<file path="config.mk">
export PLATFORM = sky130hd
export DESIGN_NAME = mm_bus_arbiter
export DESIGN_NICKNAME = d
export VERILOG_FILES = /design/src/rtl/arb_pkg.sv /design/src/rtl/arb_status_decode.sv /design/src/rtl/arb_release_policy.sv /design/src/rtl/arb_ctrl_fsm.sv /design/src/rtl/mm_bus_arbiter.sv
export SDC_FILE = /design/constraint.sdc
export NUM_CORES = 1
export LEC_CHECK = 0
export BUFFER_PORTS_ARGS = -buffer_cell sky130_fd_sc_hd__buf_2
export CAP_MARGIN = 25
export CORE_AREA = 2 2 39 41
export DETAILED_ROUTE_END_ITERATION = 7
export DIE_AREA = 0 0 41 43
export PLACE_DENSITY = 0.35
export SLEW_MARGIN = 25
export SYNTH_ARGS = -nofsm -noshare
export SYNTH_HDL_FRONTEND = slang
export SYNTH_SLANG_ARGS = --single-unit
</file>
<file path="constraint.sdc">
create_clock -name clk -period 1.1 [get_ports clk]
set_input_delay 0.11 -clock clk [delete_from_list [all_inputs] [get_ports clk]]
set_output_delay 0.11 -clock clk [all_outputs]
set_load 0.01 [all_outputs]
</file>
<file path="src/rtl/arb_pkg.sv">
package arb_pkg;
  typedef enum logic [1:0] {
    ARB_IDLE = 2'd0,
    ARB_REQ  = 2'd1,
    ARB_OWN  = 2'd2
  } arb_state_e;

  localparam int unsigned STAT_W_DEF = 3;
endpackage

</file>
<file path="src/rtl/arb_status_decode.sv">
module arb_status_decode #(
  parameter int unsigned          STAT_W  = 3,
  parameter logic [STAT_W-1:0]    PASSIVE = '1
) (
  input  logic [STAT_W-1:0] stat,
  input  logic              res_strap,
  input  logic              sys_sel,
  output logic              need_bus,
  output logic              cycle_done,
  output logic              left_sysbus
);
  logic target_sys;

  always_comb begin
    target_sys  = !res_strap || sys_sel;
    cycle_done  = (stat == PASSIVE);
    need_bus    = !cycle_done && target_sys;
    left_sysbus = res_strap && !sys_sel;
  end
endmodule

</file>
<file path="src/rtl/arb_release_policy.sv">
module arb_release_policy (
  input  logic cycle_done,
  input  logic lock_n,
  input  logic crq_lock_n,
  input  logic anyreq_strap,
  input  logic cbrq_n_in,
  input  logic prio_in_n,
  input  logic left_sysbus,
  output logic give_up
);
  logic lost_prio;
  logic common_req;
  logic any_cause;

  always_comb begin
    lost_prio  = prio_in_n;
    common_req = anyreq_strap && !cbrq_n_in && crq_lock_n;
    any_cause  = lost_prio || common_req || left_sysbus;
    give_up    = cycle_done && lock_n && any_cause;
  end
endmodule

</file>
<file path="src/rtl/arb_ctrl_fsm.sv">
module arb_ctrl_fsm
  import arb_pkg::*;
(
  input  logic clk,
  input  logic init_n,
  input  logic need_bus,
  input  logic cycle_done,
  input  logic give_up,
  input  logic prio_in_n,
  input  logic busy_n_in,
  input  logic lock_n,
  output arb_state_e state
);
  arb_state_e state_nx;

  always_comb begin
    state_nx = state;
    unique case (state)
      ARB_IDLE: if (need_bus) state_nx = ARB_REQ;
      ARB_REQ:  if (!prio_in_n && busy_n_in) state_nx = ARB_OWN;
      ARB_OWN:  if (give_up) state_nx = ARB_IDLE;
      default:  state_nx = ARB_IDLE;
    endcase
  end

  always_ff @(posedge clk) begin
    if (!init_n) state <= ARB_IDLE;
    else         state <= state_nx;
  end

  // the bus is taken only with priority held and busy released
  a_r3_grant_needs_free_bus: assert property (@(posedge clk) disable iff (!init_n)
    (state == ARB_REQ && !(!prio_in_n && busy_n_in)) |=> state != ARB_OWN);

  // processor lock keeps the bus
  a_r10_lock_holds_bus: assert property (@(posedge clk) disable iff (!init_n)
    (state == ARB_OWN && !lock_n) |=> state == ARB_OWN);

  // no release while a bus cycle is running
  a_r6_no_midcycle_release: assert property (@(posedge clk) disable iff (!init_n)
    (state == ARB_OWN && !cycle_done) |=> state == ARB_OWN);

  // ownership always passes through a request
  a_r2_request_first: assert property (@(posedge clk) disable iff (!init_n)
    (state == ARB_IDLE) |=> state != ARB_OWN);
endmodule

</file>
<file path="src/rtl/mm_bus_arbiter.sv">
module mm_bus_arbiter
  import arb_pkg::*;
#(
  parameter int unsigned       STAT_W  = STAT_W_DEF,
  parameter logic [STAT_W-1:0] PASSIVE = '1
) (
  input  logic              clk,
  input  logic              init_n,
  input  logic [STAT_W-1:0] stat,
  input  logic              lock_n,
  input  logic              crq_lock_n,
  input  logic              res_strap,
  input  logic              sys_sel,
  input  logic              anyreq_strap,
  input  logic              prio_in_n,
  output logic              prio_out_n,
  input  logic              busy_n_in,
  output logic              busy_n_out,
  input  logic              cbrq_n_in,
  output logic              cbrq_n_out,
  output logic              breq_n,
  output logic              aen_n
);
  logic       need_bus;
  logic       cycle_done;
  logic       left_sysbus;
  logic       give_up;
  arb_state_e state;

  arb_status_decode #(.STAT_W(STAT_W), .PASSIVE(PASSIVE)) u_dec (
    .stat        (stat),
    .res_strap   (res_strap),
    .sys_sel     (sys_sel),
    .need_bus    (need_bus),
    .cycle_done  (cycle_done),
    .left_sysbus (left_sysbus)
  );

  arb_release_policy u_pol (
    .cycle_done   (cycle_done),
    .lock_n       (lock_n),
    .crq_lock_n   (crq_lock_n),
    .anyreq_strap (anyreq_strap),
    .cbrq_n_in    (cbrq_n_in),
    .prio_in_n    (prio_in_n),
    .left_sysbus  (left_sysbus),
    .give_up      (give_up)
  );

  arb_ctrl_fsm u_fsm (
    .clk        (clk),
    .init_n     (init_n),
    .need_bus   (need_bus),
    .cycle_done (cycle_done),
    .give_up    (give_up),
    .prio_in_n  (prio_in_n),
    .busy_n_in  (busy_n_in),
    .lock_n     (lock_n),
    .state      (state)
  );

  always_comb begin
    breq_n     = (state == ARB_IDLE);
    busy_n_out = (state != ARB_OWN);
    aen_n      = (state != ARB_OWN);
    prio_out_n = !(state == ARB_IDLE && !prio_in_n);
    cbrq_n_out = !(state == ARB_REQ && prio_in_n);
  end

  // a resident-bus cycle never raises a request from idle
  a_r11_resident_no_request: assert property (@(posedge clk) disable iff (!init_n)
    (breq_n && res_strap && !sys_sel) |=> breq_n);

  // release of the bus drops request and busy together
  a_r12_release_together: assert property (@(posedge clk) disable iff (!init_n)
    $rose(aen_n) |-> (breq_n && busy_n_out));
endmodule

</file>
* Yosys cells after proc, flatten, opt, wreduce, memory -nomap -nowiden
Cells that the tools add are included.
Word-level totals: logic and storage cells 33, flip-flop bits (word level) 2, output and inout bits 5, input port bits 13
Cells by class: multiplexer cells 4, reductions and logical operators 21, equality and inequality tests 7
Operators by type and width (count):
- logical AND 1 bit | 9
- logical NOT 1 bit | 7
- 2-to-1 mux 2 bit | 3
- case mux 2 bit (3 select lines) | 1
- != test 2 x 1 -> 1 bit (second input constant) | 2
- != test 2 bit (second input constant) | 2
- equality test 3 bit (second input constant) | 1
- logical OR 1 bit | 3
- AND reduction 3 bit | 1
- equality test 2 x 1 -> 1 bit (second input constant) | 1
- equality test 2 bit (second input constant) | 1
- logical NOT 2 bit | 1

* Longest topological paths before layout
depth after elaboration 8, depth in mapped cells 3, gate-level depth less buffers 3

* Modules after synthesis
From an unflattened synthesis, not the netlist that was laid out.
Second synthesis, totals: cells, all modules 18, area total of the unflattened synthesis 168.9 sq um
By module, submodules not included:
- arb_ctrl_fsm | area each 92.6 sq um, seq. area each 40.0 sq um, times used 1, cells an instance 8
- mm_bus_arbiter | area each 31.3 sq um, seq. area each 0.0 sq um, times used 1, cells an instance 5
- arb_status_decode | area each 26.3 sq um, seq. area each 0.0 sq um, times used 1, cells an instance 3
- arb_release_policy | area each 18.8 sq um, seq. area each 0.0 sq um, times used 1, cells an instance 2

* Worst setup path after synthesis
No wires, ideal clock.
path kind register to register, start register u_fsm.state[0], end register u_fsm.state[1], period minus slack after synthesis 0.906 ns, slack 0.194 ns, stages on the path, launching flop included 4, required time 0.984 ns, setup time 0.116 ns, buffers on the path 0, data arrival time 0.791 ns, path through dfxtp_1 > nand2b_1 > nand2_1 > and3_1
On the way: word-level cells in the longest chain between the ends 3, elaborated cells between the ends (all ways) 8, those cells by class 5 x eq/ne; 1 x mux; 2 x reduce/logical
RTL lines:
- start: declaration | RTL line arb_ctrl_fsm.sv:12 | output arb_state_e state
- start signal: assignment | RTL line arb_ctrl_fsm.sv:28 | else state <= state_nx;
- equality test 2 x 1 -> 1 bit, or another cell as far along | RTL line arb_ctrl_fsm.sv:18 | unique case (state)
- != test 2 x 1 -> 1 bit (no line) / != test 2 bit (equally long branches)
- AND reduction 3 bit (no line)
Several ways; a longest one is shown, not always the timed one. A chain may end at the register's enable or synchronous reset.

* Final worst setup path
start register u_fsm.state[1], end output port prio_out_n
On the way: word-level cells in the longest chain between the ends 3
RTL lines:
- logical NOT 2 bit | RTL line mm_bus_arbiter.sv:66 | prio_out_n = !(state == ARB_IDLE && !prio_in_n);
- logical AND 1 bit | RTL line mm_bus_arbiter.sv:66
- logical NOT 1 bit | RTL line mm_bus_arbiter.sv:66
- end: declaration | RTL line mm_bus_arbiter.sv:16 | output logic prio_out_n,
No other way between the ends.

==> reports/results.tsv <==
stage	metric	value	unit
yosys	Area contributors post-synth	dfxtp_1 25%, nor2b_4 8.5%, nand2b_1 7.7%	
grt	Tot GR Track Use	0.0819	
power	Max VDD drop	464	uV
yosys	commonest cells in the netlist	2 x dfxtp_1, 2 x nand2b_1	
timing	final period utilization	1.04	
clock_tree	CTS buffer count	3	
yosys	dominant synthesized flop cell	dfxtp_1	
setup_path	Worst EP arrival	1.03	ns
floorplan	Core Box Area	1380	um2
route	routed wire length	574	um
setup_path	CP Capture Type	output pin	
route	number of routed nets with antenna violations	0	
placed_design	Port Buffers	17	
layout	Ant. Diodes	0	
layout	Reg with most FFs	u_fsm.state	
route	DR pass1 iterations	2	
grt	antenna violations before repair	0	
clock_tree	Hold-fix buffers, CTS	0	
timing	Max-Slew Margin vs Limit	0.847	
setup_path	Buf/Inv on CP	1	
layout	area delta synth->final	110	%
route	drt drc	0	
timing	RSZ-0062 raised after global routing	true	
route	Via density	4.16	
yosys	post-synthesis sequential area ratio	0.246	
yosys	Warnings, synthesis	0	
layout	top flop regs	u_fsm.state: 2 flops	
yosys	Synth area leader	dfxtp_1	
outcome	outcome	finished, violations left	
clock_tree	H-tree levels	1	
placed_design	Setup Slack @ Placement	0.160	ns
floorplan	I/O pin count	18	
yosys	distinct cell type count after synthesis	17	
timing	worst-margin pin slew	0.225	ns
setup_path	CP max stage delay	0.35	ns
clock_tree	CTS tree	done	
setup_path	flop2flop setup slack	0.12	ns
floorplan	Die Y	43	um
timing	Max Clock Freq	875	MHz
layout	commonest non-fill, non-tap cell in the layout	buf_2	
layout	post-route insts no fill	58	
timing	final setup vio count	1	
timing	Fin Setup TNS	-0.0425	ns
clock_tree	CTS clk-pin slew, worst paths	0.03	ns
grt	first-pass GRT wire length	903	um
power	overall power after layout	359	uW
power	leakage power figure	0.176	nW
floorplan	die width	41	um
route	vias	241	
min_path	min-delay worst type	in2reg	
yosys	synthesized area per cell	8.56	um2
timing	Final min period	1.14	ns
clock_tree	CTS Root Cell	clkbuf_4	
yosys	Yosys top cell area share	0.246	
yosys	syn nets	32	
floorplan	die area	1760	um2
yosys	fraction of registers with async set/reset	0	
outcome	failing checks	negative setup slack	
grt	Congestion Overflow GR	0	
setup_path	Worst setup SP type	flip-flop	
placed_design	DP Wirelength	416	um
route	initial detailed-routing violation count	1	
yosys	Cell Area, Synth	163	um2
yosys	post-synthesis register bit count	2	
yosys	Syn Inst Count	19	
setup_path	Slowest-stage cell, CP	or3_1	
floorplan	Row Count	14	
setup_path	largest delay contributor family on the critical path	simple AND/OR/NAND/NOR gates	
timing	Setup WS post-layout	-0.0425	ns
layout	area of the multi-input gates	119	um2
timing	Slew Viols, Final	0	
power	pwr dens	1050	nW/um2
route	routed len/inst	9.90	um
yosys	number of flops mapped to enable cells by yosys	0	
setup_path	crit path max fanout	2	
layout	max reg flops	2	
layout	nets	57	
floorplan	initial core utilization	0.118	
grt	pin count of the biggest net entering global routing	6	
setup_path	WP data required	0.99	ns
grt	number of global-route vias before repair	232	
placed_design	GP Congestion	0.565	
layout	FF+latch area	45.0	um2
layout	final-layout fill cell count	154	
placed_design	Placed Cells	51	
clock_tree	clk_lat worst skew	0.23	ns
setup_path	kind of critical path	reg2out	
clock_tree	CTS Sinks	2	
job	Max-cap violations	0	
setup_path	cells along the critical path	or3_1 -> buf_2	
layout	commonest cells after routing, fill and taps aside	15 x buf_2, 3 x clkbuf_4, 3 x buf_6, 3 x buf_4	
layout	share of layout cells above drive strength 1	0.667	
timing	Hold Fails Final Rpt	0	
timing	Final Skew	0.00413	ns
clock_tree	Bufs on Longest Clock Path	2	
timing repair:
action,4_1_cts,5_1_grt
setup endpoints to repair,1,4
gates resized for setup,4,3
setup buffers,3,1
endpoints found under the hold margin,0,0
routing by layer:
| layer | vias up | routed length (um) | global-route usage |
|---|---|---|---|
| li1 | 119 | - | - |
| met1 | 112 | 203 | 0.0823 |
| met2 | 10 | 312 | 0.119 |
| met3 | 0 | 59 | 0.0628 |
| met4 | 0 | 0 | 0.0400 |
| met5 | - | 0 | 0 |
worst reg2reg max path: stages (launching register included):
cell and delay (ns):
dfxtp_4 0.33, buf_4 0.13, nand2b_4 0.14, buf_4 0.13, nand2_1 0.04, and3_1 0.14
kinds of logic (layout without fill, tap and decap cells):
family | count (synthesis) | in the layout | share of synthesized area
DFF | 2 | 2 | 0.246
buffers and inverters | 2 | 25 | 0.0692
AOI/OAI and AO/OA | 4 | 4 | 0.177
and+or+nand+nor | 11 | 11 | 0.508
layout make-up:
| type | instances | area share |
|---|---|---|
| sequential | 2 | 0.132 |
| timing repair buffer | 21 | 0.385 |
| multi-input combinational | 15 | 0.348 |
| clock buffer | 3 | 0.0659 |
| inverter | 1 | 0.0110 |
| tap | 16 | 0.0586 |
through the flow:
step,area (um2),hold slack [ns],util
detailed placement,260,0.365,0.188
finish,342,0.126,0.247
floorplan,163,0.239,-
global route,342,0.129,0.247
CTS,318,0.126,0.230
global placement,260,0.372,0.188
report_power, final:
part	leakage [nW]	total, mW	switching (mW)	internal, mW
clock	0.0138	0.167	0.0468	0.121
combinational	0.145	0.107	0.0428	0.0641
sequential	0.0175	0.0844	0.00440	0.0800
path summary, 6_finish.rpt:
kind                  start             end  depth (start not counted)
min reg2reg  u_fsm.state[1]  u_fsm.state[0]                          3
max          u_fsm.state[1]      prio_out_n                          2
min                  init_n  u_fsm.state[1]                          2
max reg2reg  u_fsm.state[0]  u_fsm.state[1]                          5
Note: power is estimated with default switching activity, not from simulation.
